==> config.mk <==
export PLATFORM = sky130hd
export DESIGN_NAME = dac_i2c_slave
export DESIGN_NICKNAME = d
export VERILOG_FILES = /design/src/rtl/dacif_pkg.sv /design/src/rtl/dacif_line_cond.sv /design/src/rtl/dacif_addr_match.sv /design/src/rtl/dacif_rd_mux.sv /design/src/rtl/dac_i2c_slave.sv
export SDC_FILE = /design/constraint.sdc
export NUM_CORES = 1
export LEC_CHECK = 0
export BUFFER_PORTS_ARGS = -buffer_cell sky130_fd_sc_hd__clkbuf_2
export CORE_UTILIZATION = 48
export CTS_CLUSTER_DIAMETER = 150
export CTS_CLUSTER_SIZE = 12
export DETAILED_ROUTE_END_ITERATION = 10
export PLACE_DENSITY = 0.67
export SETUP_SLACK_MARGIN = 0.2
export SLEW_MARGIN = 5
export SYNTH_ARGS = -nofsm -noshare
export SYNTH_HDL_FRONTEND = slang
export SYNTH_SLANG_ARGS = --single-unit
==> constraint.sdc <==
create_clock -name clk -period 4.6 [get_ports clk]
set_input_delay 1.15 -clock clk [delete_from_list [all_inputs] [get_ports clk]]
set_output_delay 1.15 -clock clk [all_outputs]
set_load 0.1 [all_outputs]
==> src/rtl/dacif_pkg.sv <==
package dacif_pkg;

   // protocol engine state
   typedef enum logic [2:0] {
      ST_IDLE,   // bus free or not yet framed
      ST_RECV,   // shifting a byte in from the master
      ST_ACK,    // pulling SDA low for the acknowledge clock
      ST_SEND,   // shifting a byte out to the master
      ST_MACK,   // listening for the master acknowledge
      ST_SKIP    // not addressed, waiting for framing
   } link_st_e;

   // meaning of the byte being received
   typedef enum logic [1:0] {
      PH_ADDR,
      PH_CMD,
      PH_DHI,
      PH_DLO
   } rx_phase_e;

   // fixed upper nibble of the device address
   localparam logic [3:0] DEV_CODE = 4'b1100;

   // command target field values (command bits 7:6)
   localparam logic [1:0] TGT_VOL  = 2'b00;
   localparam logic [1:0] TGT_BOTH = 2'b01;

endpackage

==> src/rtl/dacif_line_cond.sv <==
module dacif_line_cond #(
   parameter int SYNC_STAGES = 2,
   parameter bit DEGLITCH    = 1'b1
) (
   input  logic clk,
   input  logic rst_n,
   input  logic scl_i,
   input  logic sda_i,
   output logic scl_lvl,
   output logic sda_lvl,
   output logic scl_rise,
   output logic scl_fall,
   output logic start_det,
   output logic stop_det
);

   generate
      if (SYNC_STAGES < 2) begin : g_bad_sync
         $error("dacif_line_cond: SYNC_STAGES must be at least 2");
      end
   endgenerate

   logic [SYNC_STAGES-1:0] scl_sy, sda_sy;
   logic scl_raw, sda_raw;
   logic scl_f, sda_f;
   logic scl_p, sda_p;

   // metastability chains, idle bus level is high
   always_ff @(posedge clk or negedge rst_n) begin
      if (!rst_n) begin
         scl_sy <= '1;
         sda_sy <= '1;
      end else begin
         scl_sy <= {scl_sy[SYNC_STAGES-2:0], scl_i};
         sda_sy <= {sda_sy[SYNC_STAGES-2:0], sda_i};
      end
   end

   assign scl_raw = scl_sy[SYNC_STAGES-1];
   assign sda_raw = sda_sy[SYNC_STAGES-1];

   generate
      if (DEGLITCH) begin : g_deglitch
         // a new level is accepted only after two equal samples
         logic scl_q, sda_q;
         always_ff @(posedge clk or negedge rst_n) begin
            if (!rst_n) begin
               scl_q <= 1'b1;
               sda_q <= 1'b1;
               scl_f <= 1'b1;
               sda_f <= 1'b1;
            end else begin
               scl_q <= scl_raw;
               sda_q <= sda_raw;
               if (scl_raw == scl_q) scl_f <= scl_raw;
               if (sda_raw == sda_q) sda_f <= sda_raw;
            end
         end
      end else begin : g_direct
         always_ff @(posedge clk or negedge rst_n) begin
            if (!rst_n) begin
               scl_f <= 1'b1;
               sda_f <= 1'b1;
            end else begin
               scl_f <= scl_raw;
               sda_f <= sda_raw;
            end
         end
      end
   endgenerate

   always_ff @(posedge clk or negedge rst_n) begin
      if (!rst_n) begin
         scl_p <= 1'b1;
         sda_p <= 1'b1;
      end else begin
         scl_p <= scl_f;
         sda_p <= sda_f;
      end
   end

   assign scl_lvl   = scl_f;
   assign sda_lvl   = sda_f;
   assign scl_rise  = scl_f & ~scl_p;
   assign scl_fall  = ~scl_f & scl_p;
   assign start_det = scl_f & scl_p & sda_p & ~sda_f;
   assign stop_det  = scl_f & scl_p & ~sda_p & sda_f;

endmodule

==> src/rtl/dacif_addr_match.sv <==
module dacif_addr_match
   import dacif_pkg::*;
#(
   parameter logic [1:0] ADDR_HI_BITS = 2'b00
) (
   input  logic [7:0] addr_byte,
   input  logic       a0_pin,
   output logic       hit,
   output logic       rd
);

   logic code_ok, hi_ok, a0_ok;

   assign code_ok = (addr_byte[7:4] == DEV_CODE);
   assign hi_ok   = (addr_byte[3:2] == ADDR_HI_BITS);
   assign a0_ok   = (addr_byte[1] == a0_pin);
   assign hit     = code_ok & hi_ok & a0_ok;
   assign rd      = addr_byte[0];

endmodule

==> src/rtl/dacif_rd_mux.sv <==
module dacif_rd_mux #(
   parameter int DAC_BITS = 12
) (
   input  logic [1:0]          idx,
   input  logic [DAC_BITS-1:0] vol_code,
   input  logic [DAC_BITS-1:0] nv_code,
   output logic [7:0]          byte_o
);

   localparam int PAD = 16 - DAC_BITS;

   logic [15:0] vol_w, nv_w;

   // left-justify each code in a 16-bit word, zero filled below
   assign vol_w = 16'(vol_code) << PAD;
   assign nv_w  = 16'(nv_code) << PAD;

   always_comb begin
      unique case (idx)
         2'd0:    byte_o = vol_w[15:8];
         2'd1:    byte_o = vol_w[7:0];
         2'd2:    byte_o = nv_w[15:8];
         default: byte_o = nv_w[7:0];
      endcase
   end

endmodule

==> src/rtl/dac_i2c_slave.sv <==
module dac_i2c_slave
   import dacif_pkg::*;
#(
   parameter int                  DAC_BITS     = 12,
   parameter int                  SYNC_STAGES  = 2,
   parameter bit                  DEGLITCH     = 1'b1,
   parameter logic [1:0]          ADDR_HI_BITS = 2'b00,
   parameter logic [DAC_BITS-1:0] DAC_RST      = '0,
   parameter logic [DAC_BITS-1:0] NV_RST       = '0
) (
   input  logic                clk,
   input  logic                rst_n,
   input  logic                scl_i,
   input  logic                sda_i,
   input  logic                a0_pin_i,
   output logic                sda_oe_o,
   output logic [DAC_BITS-1:0] dac_code_o,
   output logic [DAC_BITS-1:0] nv_code_o,
   output logic                dac_load_o
);

   localparam int PAD = 16 - DAC_BITS;

   generate
      if (DAC_BITS < 9 || DAC_BITS > 16) begin : g_bad_width
         $error("dac_i2c_slave: DAC_BITS must lie in 9..16 to fit two bytes");
      end
   endgenerate

   // bus conditioning
   logic scl_lvl, sda_lvl, scl_rise, scl_fall, start_det, stop_det;

   dacif_line_cond #(
      .SYNC_STAGES (SYNC_STAGES),
      .DEGLITCH    (DEGLITCH)
   ) u_line (
      .clk       (clk),
      .rst_n     (rst_n),
      .scl_i     (scl_i),
      .sda_i     (sda_i),
      .scl_lvl   (scl_lvl),
      .sda_lvl   (sda_lvl),
      .scl_rise  (scl_rise),
      .scl_fall  (scl_fall),
      .start_det (start_det),
      .stop_det  (stop_det)
   );

   // protocol state
   link_st_e            state_q;
   rx_phase_e           phase_q;
   logic [3:0]          bit_cnt_q;
   logic [7:0]          rx_sh_q;
   logic [7:0]          tx_sh_q;
   logic [7:0]          hi_q;
   logic [1:0]          tgt_q;
   logic [1:0]          rd_idx_q;
   logic                rw_q;
   logic                mack_q;
   logic                sda_oe_q;
   logic                dac_load_q;
   logic [DAC_BITS-1:0] dac_q, nv_q;

   // address decode on the shifted byte
   logic adr_hit, adr_rd;

   dacif_addr_match #(
      .ADDR_HI_BITS (ADDR_HI_BITS)
   ) u_match (
      .addr_byte (rx_sh_q),
      .a0_pin    (a0_pin_i),
      .hit       (adr_hit),
      .rd        (adr_rd)
   );

   // byte to transmit for the current read index
   logic [7:0] tx_byte;

   dacif_rd_mux #(
      .DAC_BITS (DAC_BITS)
   ) u_rdmux (
      .idx      (rd_idx_q),
      .vol_code (dac_q),
      .nv_code  (nv_q),
      .byte_o   (tx_byte)
   );

   logic                upd_vol, upd_nv;
   logic [DAC_BITS-1:0] rx_code;
   rx_phase_e           phase_nx;

   assign upd_vol = (tgt_q == TGT_VOL) || (tgt_q == TGT_BOTH);
   assign upd_nv  = (tgt_q == TGT_BOTH);
   assign rx_code = DAC_BITS'({hi_q, rx_sh_q} >> PAD);

   always_comb begin
      unique case (phase_q)
         PH_ADDR: phase_nx = PH_CMD;
         PH_CMD:  phase_nx = PH_DHI;
         PH_DHI:  phase_nx = PH_DLO;
         default: phase_nx = PH_DHI;
      endcase
   end

   always_ff @(posedge clk or negedge rst_n) begin
      if (!rst_n) begin
         state_q    <= ST_IDLE;
         phase_q    <= PH_ADDR;
         bit_cnt_q  <= '0;
         rx_sh_q    <= '0;
         tx_sh_q    <= '0;
         hi_q       <= '0;
         tgt_q      <= '0;
         rd_idx_q   <= '0;
         rw_q       <= 1'b0;
         mack_q     <= 1'b0;
         sda_oe_q   <= 1'b0;
         dac_load_q <= 1'b0;
         dac_q      <= DAC_RST;
         nv_q       <= NV_RST;
      end else begin
         dac_load_q <= 1'b0;
         if (start_det) begin
            // START or repeated START: fresh address phase
            state_q   <= ST_RECV;
            phase_q   <= PH_ADDR;
            bit_cnt_q <= '0;
            sda_oe_q  <= 1'b0;
         end else if (stop_det) begin
            state_q  <= ST_IDLE;
            sda_oe_q <= 1'b0;
         end else begin
            unique case (state_q)
               ST_RECV: begin
                  if (scl_rise && bit_cnt_q != 4'd8) begin
                     rx_sh_q   <= {rx_sh_q[6:0], sda_lvl};
                     bit_cnt_q <= bit_cnt_q + 4'd1;
                  end else if (scl_fall && bit_cnt_q == 4'd8) begin
                     unique case (phase_q)
                        PH_ADDR: begin
                           if (adr_hit) begin
                              rw_q     <= adr_rd;
                              rd_idx_q <= '0;
                              sda_oe_q <= 1'b1;
                              state_q  <= ST_ACK;
                           end else begin
                              state_q  <= ST_SKIP;
                           end
                        end
                        PH_CMD: begin
                           tgt_q    <= rx_sh_q[7:6];
                           sda_oe_q <= 1'b1;
                           state_q  <= ST_ACK;
                        end
                        PH_DHI: begin
                           hi_q     <= rx_sh_q;
                           sda_oe_q <= 1'b1;
                           state_q  <= ST_ACK;
                        end
                        default: begin
                           // low byte complete: commit together with ACK
                           sda_oe_q <= 1'b1;
                           state_q  <= ST_ACK;
                           if (upd_vol) begin
                              dac_q      <= rx_code;
                              dac_load_q <= 1'b1;
                           end
                           if (upd_nv) nv_q <= rx_code;
                        end
                     endcase
                  end
               end
               ST_ACK: begin
                  if (scl_fall) begin
                     bit_cnt_q <= '0;
                     if (phase_q == PH_ADDR && rw_q) begin
                        tx_sh_q  <= tx_byte;
                        sda_oe_q <= ~tx_byte[7];
                        state_q  <= ST_SEND;
                     end else begin
                        sda_oe_q <= 1'b0;
                        phase_q  <= phase_nx;
                        state_q  <= ST_RECV;
                     end
                  end
               end
               ST_SEND: begin
                  if (scl_fall) begin
                     if (bit_cnt_q == 4'd7) begin
                        sda_oe_q <= 1'b0;
                        mack_q   <= 1'b0;
                        state_q  <= ST_MACK;
                     end else begin
                        tx_sh_q   <= {tx_sh_q[6:0], 1'b0};
                        sda_oe_q  <= ~tx_sh_q[6];
                        bit_cnt_q <= bit_cnt_q + 4'd1;
                     end
                  end
               end
               ST_MACK: begin
                  if (scl_rise) begin
                     if (sda_lvl) begin
                        state_q <= ST_SKIP;
                     end else begin
                        mack_q   <= 1'b1;
                        rd_idx_q <= rd_idx_q + 2'd1;
                     end
                  end else if (scl_fall && mack_q) begin
                     tx_sh_q   <= tx_byte;
                     sda_oe_q  <= ~tx_byte[7];
                     bit_cnt_q <= '0;
                     state_q   <= ST_SEND;
                  end
               end
               default: ;
            endcase
         end
      end
   end

   assign sda_oe_o   = sda_oe_q;
   assign dac_code_o = dac_q;
   assign nv_code_o  = nv_q;
   assign dac_load_o = dac_load_q;

   // drive only changes while SCL is low
   p_oe_hold_scl_high_r13: assert property (@(posedge clk) disable iff (!rst_n)
      (scl_lvl && $past(scl_lvl)) |-> $stable(sda_oe_q));

   // any START releases the line on the next cycle
   p_start_release_r12: assert property (@(posedge clk) disable iff (!rst_n)
      start_det |=> !sda_oe_q);

   // a load coincides with the start of an ACK drive
   p_load_on_ack_r6: assert property (@(posedge clk) disable iff (!rst_n)
      dac_load_q |-> (sda_oe_q && state_q == ST_ACK && !$past(sda_oe_q)));

   // the shadow value only moves together with a load
   p_nv_with_load_r7: assert property (@(posedge clk) disable iff (!rst_n)
      !$stable(nv_q) |-> dac_load_q);

   // an unaddressed slave keeps the line released
   p_skip_quiet_r5: assert property (@(posedge clk) disable iff (!rst_n)
      (state_q == ST_SKIP) |-> !sda_oe_q);

   // master NAK leaves the line released
   p_nack_release_r11: assert property (@(posedge clk) disable iff (!rst_n)
      (state_q == ST_MACK && scl_rise && sda_lvl) |=> !sda_oe_q);

endmodule

==> out/results.tsv, run 1 <==
stage	metric	value	unit
yosys	Post-synth top flop	dfrtp_1	
yosys	adder-cell share of the synthesized area	2.67	%
power	peak supply drop	205	uV
route	via/cell ratio	5.57	
route	drt drc	0	
timing	Least-Margin Pin Slew	0.911	ns
timing	Final period util	55.3	%
clock_network	CTS root buffer	clkbuf_8	
finish	nets	327	
route	DRT iter0 DRCs	161	
route	drt pass-1 iters	5	
die	Die ar.	0.00777	mm^2
yosys	#FFs+latches synth	74	
placement	Area after DPL	0.00377	mm^2
yosys	share of the yosys chip area belonging to registers	52.3	%
placement	IO buf count	30	
route	routed vias	2338	
worst_setup_path	Buf/Inv on CP	1	
clock_network	TritonCTS buffer count	9	
clock_network	clock buffer depth	2	
die	Placement Rows	31	
placement	GPL Wtd Cong	0.820	
yosys	multiplexer share of the synthesized area	16.7	%
die	initial cell density of the core	49.4	%
finish	share of cells above drive strength 1	35.8	%
timing	Fin Clk Skew	0.0113	ns
yosys	syn nets	299	
timing	Final Max Slew Viols	0	
timing	Max-slew headroom	39.3	%
yosys	XOR/XNOR share of the synthesized area	0.246	%
clock_network	Setup Buffers After CTS	0	
yosys	top cell type's share of synthesized area	45.0	%
worst_setup_path	Largest stage delay, worst path	0.69	ns
worst_setup_path	CP Max Fanout	10	
die	core area	0.00721	mm^2
yosys	largest family of logic cells by synthesized area	multiplexers	
clock_network	clk_lat worst skew	0.35	ns
yosys	post-synthesis simple-gate area fraction	12.9	%
timing	FMAX	0.393	GHz
die	Die Y	88.1	um
worst_setup_path	crit path DAT	2.84	ns
clock_network	CTS tree	yes	
grt	first-pass GRT wire length	11700	um
yosys	area leader, netlist	dfrtp_1	
die	IO Pins	31	
grt	Tot GR Track Use	20.7	%
outcome	outcome	finished clean	
finish	post-route cell area	0.00395	mm^2
yosys	number of flops mapped to enable cells by yosys	0	
yosys	Post-Syn Area per Cell	12.4	um^2
timing	Final TNS setup	0	ns
timing	Hold Violations, Final	0	
yosys	synth warn	0	
power	Leak	1.83	nW
finish	Multi-input gate area	0.00159	mm^2
route	DRT Wirelength	7090	um
finish	# diodes	0	
clock_network	PostCTS Resize Cnt	0	
finish	# fillers	640	
yosys	asr flop ratio synth	100	%
worst_setup_path	CP cell instances	inv_1, ha_1, and3b_1, nand3b_1, a2111oi_4, nor4b_2, o22a_1	
flow_run	number of max-cap violations	0	
yosys	Yosys cell types	57	
worst_setup_path	crit path kind	flop to flop	
route	drt wl/cell	16.9	um
clock_network	Reg clk slew, reported paths	0.09	ns
grt	global route overflow	0	
worst_setup_path	Required @ worst endpoint	4.90	ns
finish	Sequential Area	0.00186	mm^2
clock_network	clock tree sinks	74	
timing	# setup viols final	0	
power	Pwr Density	462	mW/mm^2
worst_setup_path	Worst path top cell family by delay	simple AND/OR/NAND/NOR gates	
grt	vias in the first global route	2221	
worst_setup_path	Worst setup SP type	flop	
yosys	ranking of synthesized cells by area	dfrtp_1 45%, mux2_2 11%, dfstp_2 7.4%	
timing	RSZ-0062 raised after global routing	no	
route	post-route ant nets	0	
worst_setup_path	critical path's slowest cell	a2111oi_4	
hold_path	worst hold path type	flop to flop	
clock_network	cts hold-fix bufs	0	
yosys	Mapped Cells	288	
worst_setup_path	Worst setup EP type	flop	
die	DIE WIDTH	88.1	um
timing	crit path time final	2.54	ns
grt	largest net degree at the start of global routing	75	
finish	Area Growth Syn to Fin	10.9	%
yosys	Compound-Gate Fraction of Synth Area	11.7	%
clock_network	CTS H-tree depth	3	
grt	initial antenna violation count	0	
placement	dpl hpwl	4960	um
yosys	synthesized cell area	0.00356	mm^2
[through the flow]
stage	instances	setup WS [ns]	hold slack, ns	util (%)	power, W
6_report	420	2.06	0.361	54.8	0.00183
5_1_grt	420	1.90	0.364	54.8	0.00195
3_5_place_dp	404	2.09	0.348	52.2	0.00137
3_3_place_gp	404	2.09	0.348	52.2	0.00136
4_1_cts	420	2.08	0.361	54.8	0.00185
2_1_floorplan	288	2.40	0.345	-	0.00126
[power breakdown]
| part | total, W | leakage [nW] | switching, W | internal (W) |
|---|---|---|---|---|
| sequential | 0.000897 | 0.962 | 0.000137 | 0.000760 |
| clock | 0.000467 | 0.0844 | 0.000263 | 0.000204 |
| combinational | 0.000464 | 0.783 | 0.000251 | 0.000213 |
| total | 0.00183 | 1.83 | 0.000651 | 0.00118 |
[Yosys cell counts (5+ instances only)]
master and n:
nand2b_1 9, o21ai_0 6, nand3b_1 5, nor2_1 18, dfrtp_1 64, nor3_1 6, inv_1 6, mux2_4 10
mux2_2 35, nand2_1 14, dfstp_2 10, ha_1 6, a21oi_1 18
[layout by cell type (no fill, tap or decap), drive strengths merged, types with 3 or more instances in the layout]
master,n
dfrtp,64
o21ai,7
a22oi,4
nor3,6
nand3,5
nand2,15
dfstp,10
mux2i,4
nor3b,4
clkinvlp,3
nand3b,5
inv,9
nand2b,9
o211ai,3
mux2,46
a222oi,4
clkbuf,38
a21oi,18
nor2,18
a31oi,3
buf,3
ha,6
[layout make-up]
type	instances	share of cell area [%]
multi-input cells	193	40.2
well taps	99	3.13
clock buffers	9	3.13
repair buffers	32	4.24
inverters	6	0.570
clock inverters	7	1.52
flip-flops and latches	74	47.2
[sequential cells by signal, summed over array words and instances, names as in the netlist, 3 cells and up]
| register | count |
|---|---|
| dac_code_o | 12 |
| nv_code_o | 12 |
| hi_q | 8 |
| rx_sh_q | 8 |
| tx_sh_q | 7 |
| bit_cnt_q | 4 |
| state_q | 3 |
[worst register-to-register path: stages (launching register included)]
cell and delay (ns):
dfrtp_1 0.41, inv_1 0.06, ha_1 0.20, and3b_1 0.21, nand3b_1 0.48, a2111oi_4 0.69
nor4b_2 0.30, o22a_1 0.15
[cells by family (layout without fill, tap and decap cells)]
group	count (synthesis)	count (layout)
compound gates	56	56
xor+xnor	1	1
fa+ha+maj	8	8
buf+inv	21	54
flops	74	74
mux	50	50
simple gates	78	78
[per-layer routing]
layer | vias to the layer above | wire, um | GRT usage, %
li1 | 1103 | - | -
met1 | 1170 | 3190 | 27.6
met2 | 59 | 3550 | 32.3
met3 | 6 | 279 | 4.81
met4 | 0 | 69 | 9.09
met5 | - | 0 | 0
[worst paths after layout]
path                                   from          endpoint  cells past startpoint  slack, ns
setup / recovery               bit_cnt_q[0]      bit_cnt_q[3]                      7       2.06
hold / removal             u_line.sda_sy[0]  u_line.sda_sy[1]                      0       0.36
setup reg to reg               bit_cnt_q[0]      bit_cnt_q[3]                      7       2.06
hold reg to reg            u_line.sda_sy[0]  u_line.sda_sy[1]                      0       0.36
max in group asynchronous             rst_n       rd_idx_q[1]                      1       3.08
min in group asynchronous             rst_n      bit_cnt_q[2]                      1       0.91
Note: power is estimated with default switching activity, not from simulation.
==> run 2, diff against run 1 <==
--- a/config.mk
+++ b/config.mk
@@ -5,6 +5,7 @@
 export SDC_FILE = /design/constraint.sdc
 export NUM_CORES = 1
 export LEC_CHECK = 0
+export ABC_AREA = 1
 export BUFFER_PORTS_ARGS = -buffer_cell sky130_fd_sc_hd__clkbuf_2
 export CORE_UTILIZATION = 48
 export CTS_CLUSTER_DIAMETER = 150
==> constraint.sdc (replaced) <==
create_clock -name clk -period 2.4 [get_ports clk]
set_input_delay 0.6 -clock clk [delete_from_list [all_inputs] [get_ports clk]]
set_output_delay 0.6 -clock clk [all_outputs]
set_load 0.1 [all_outputs]
==> run 2 against run 1 <==
Net effect:
- area after synthesis increased by 3.9%
- cell count rose by 39%
- via count increased by 28%
- combinational power grew to 2.9 times the previous value
- register-to-register slack worse by 1.6 ns
- global-route usage grew 1.4 points
- first-iteration DRC count rose by 17%
- synthesized cell count grew 55%
- largest power group unchanged
==> out/results.tsv, run 2 <==
stage	metric	value	unit
yosys	synth cell count leaders	132 x nand2_1, 64 x dfrtp_1, 52 x inv_1, 28 x o21ai_1, 26 x nand3_1	
worst_setup_path	Largest stage delay, worst path	0.55	ns
power	Leak	2.01	nW
power	peak supply drop	648	uV
yosys	#FFs+latches synth	74	
timing	Final Max Slew Viols	0	
route	drt wl/cell	14.0	um
worst_setup_path	Worst setup SP type	flop	
finish	most frequent cells in the layout	132 x nand2_1, 64 x dfrtp_1, 52 x inv_1, 29 x clkbuf_2, 28 x o21ai_1	
route	routed vias	2983	
hold_path	worst hold path type	primary input to async pin	
timing	Fin Clk Skew	0.00982	ns
timing	Least-Margin Pin Slew	0.548	ns
clock_network	Reg clk slew, reported paths	0.08	ns
clock_network	Setup Buffers After CTS	0	
yosys	synth warn	0	
worst_setup_path	CP dominant cell by count	nand2_1	
placement	IO buf count	30	
finish	# diodes	0	
timing	Max-slew headroom	63.5	%
placement	dpl hpwl	6090	um
clock_network	CTS H-tree depth	3	
yosys	Post-synth top flop	dfrtp_1	
worst_setup_path	Worst setup EP type	flop	
power	Pint	0.00231	W
yosys	synthesized cell area	0.00370	mm^2
power	Clk pwr share	24.2	%
timing	Final TNS setup	0	ns
die	Die ar.	0.00807	mm^2
flow_run	number of max-cap violations	0	
route	DRT Wirelength	8190	um
yosys	ranking of synthesized cells by area	dfrtp_1 43%, nand2_1 13%, dfstp_2 7.1%	
finish	nets	491	
grt	vias in the first global route	2880	
worst_setup_path	CP cell instances	inv_1, nor2_1, nand2_1, nor3_1, nand3_2, nand2_1, o21ai_2	
finish	Cell Count, Final, Fillers Out	584	
route	Top Metal Used	met4	
power	switching share of total power	40.7	%
placement	GPL Wtd Cong	0.916	
route	met2 wire len	3720	um
timing	setup ws final	0.485	ns
yosys	Mapped Cells	446	
power	Pwr Density	939	mW/mm^2
die	Placement Rows	31	
clock_network	PostCTS Resize Cnt	0	
route	DR WL met3	292	um
finish	Multi-input gate area	0.00157	mm^2
timing	FMAX	0.522	GHz
route	drt pass-1 iters	4	
finish	Area Growth Syn to Fin	11.9	%
timing	RSZ-0062 raised after global routing	no	
grt	initial antenna violation count	0	
yosys	asr flop ratio synth	100	%
finish	Sequential Area	0.00186	mm^2
clock_network	clk_lat worst skew	0.34	ns
worst_setup_path	crit path DAT	2.13	ns
clock_network	CTS tree	yes	
grt	largest net degree at the start of global routing	45	
placement	Place WS	0.492	ns
die	initial cell density of the core	50.2	%
placement	Placed Instances	568	
yosys	area leader, netlist	dfrtp_1	
placement	Area after DPL	0.00395	mm^2
grt	first-pass GRT wire length	14100	um
yosys	number of flops mapped to enable cells by yosys	0	
route	via/cell ratio	5.11	
yosys	top cell type's share of synthesized area	43.3	%
route	post-route ant nets	0	
route	drt drc	0	
grt	global route overflow	0	
power	Gate power share	34.6	%
yosys	Yosys cell types	35	
route	DRT iter0 DRCs	189	
timing	# setup viols final	0	
die	core area	0.00737	mm^2
timing	Final period util	79.8	%
finish	share of cells above drive strength 1	21.4	%
clock_network	clock tree sinks	74	
power	switching power	0.00158	W
clock_network	TritonCTS buffer count	9	
grt	Tot GR Track Use	22.1	%
finish	commonest non-fill, non-tap cell in the layout	nand2_1	
clock_network	cts hold-fix bufs	0	
die	IO Pins	31	
finish	# fillers	698	
worst_setup_path	crit path kind	flop to flop	
yosys	count leader, synth	nand2_1	
timing	Hold Violations, Final	0	
worst_setup_path	critical path's slowest cell	dfstp_2	
outcome	outcome	finished clean	
die	Die Y	89.8	um
worst_setup_path	Required @ worst endpoint	2.62	ns
worst_setup_path	CP Max Fanout	16	
timing	crit path time final	1.92	ns
power	sequential power share	41.2	%
die	DIE WIDTH	89.8	um
yosys	share of the yosys chip area belonging to registers	50.4	%
yosys	syn nets	457	
clock_network	CTS root buffer	clkbuf_8	
clock_network	clock buffer depth	2	
yosys	Post-Syn Area per Cell	8.30	um^2
route	M1 wire length	4050	um
timing	hold_ws	0.253	ns
finish	post-route cell area	0.00414	mm^2
-- run 2: area by class of cell --
cell class / instances / area share, %
Sequential cell: 74 / 45.0
Multi-Input combinational cell: 306 / 37.9
Inverter: 58 / 5.32
Timing Repair Buffer: 31 / 4.17
Clock buffer: 10 / 3.08
Tap cell: 99 / 2.99
Clock inverter: 6 / 1.57
-- run 2: power by group through the flow --
stage	clock network [W]	registers, W	logic [W]
2_1_floorplan	0	0.00164	0.00102
3_3_place_gp	0	0.00161	0.00133
3_5_place_dp	0	0.00162	0.00134
4_1_cts	0.000975	0.00160	0.00135
5_1_grt	0.00103	0.00163	0.00154
6_report	0.000943	0.00160	0.00135
-- run 2: final timing paths --
| kind | from | slack [ns] | to | depth (start not counted) |
|---|---|---|---|---|
| max in group asynchronous | rst_n | 1.60 | nv_code_o[8] | 2 |
| min in group clk | sda_i | 0.34 | u_line.sda_sy[0] | 1 |
| max | u_line.scl_p | 0.48 | nv_code_o[1] | 7 |
| max reg2reg | u_line.scl_p | 0.48 | nv_code_o[1] | 7 |
| min | rst_n | 0.25 | bit_cnt_q[3] | 1 |
| min reg2reg | u_line.sda_sy[0] | 0.36 | u_line.sda_sy[1] | 0 |
-- run 2: kinds of logic after synthesis --
family | synth area share [%]
XOR/XNOR | 0.237
AND/OR/NAND/NOR | 27.6
adder cells (fa/ha/maj) | 2.57
AO/OA/AOI/OAI | 11.9
flip-flops | 50.4
buffers and inverters | 7.27
-- run 2: worst max-delay path, delay by kind of cell (launching register included) --
family / cells / cell delay [ns]
buffers and inverters: 1 / 0.06
flip-flops: 1 / 0.55
AND/OR/NAND/NOR: 5 / 1.12
AO/OA/AOI/OAI: 1 / 0.07
-- run 2: metrics by stage --
| stage | total power [W] | utilization [%] |
|---|---|---|
| 2_1_floorplan | 0.00266 | - |
| 3_3_place_gp | 0.00294 | 53.6 |
| 3_5_place_dp | 0.00297 | 53.6 |
| 4_1_cts | 0.00393 | 56.2 |
| 5_1_grt | 0.00420 | 56.2 |
| 6_report | 0.00389 | 56.2 |
-- run 2: layer usage --
metal  up-vias  track usage [%]
li1       1495                -
met1      1407             31.6
met2        70             33.2
met3        11             4.74
met4         0             7.65
met5         -                0
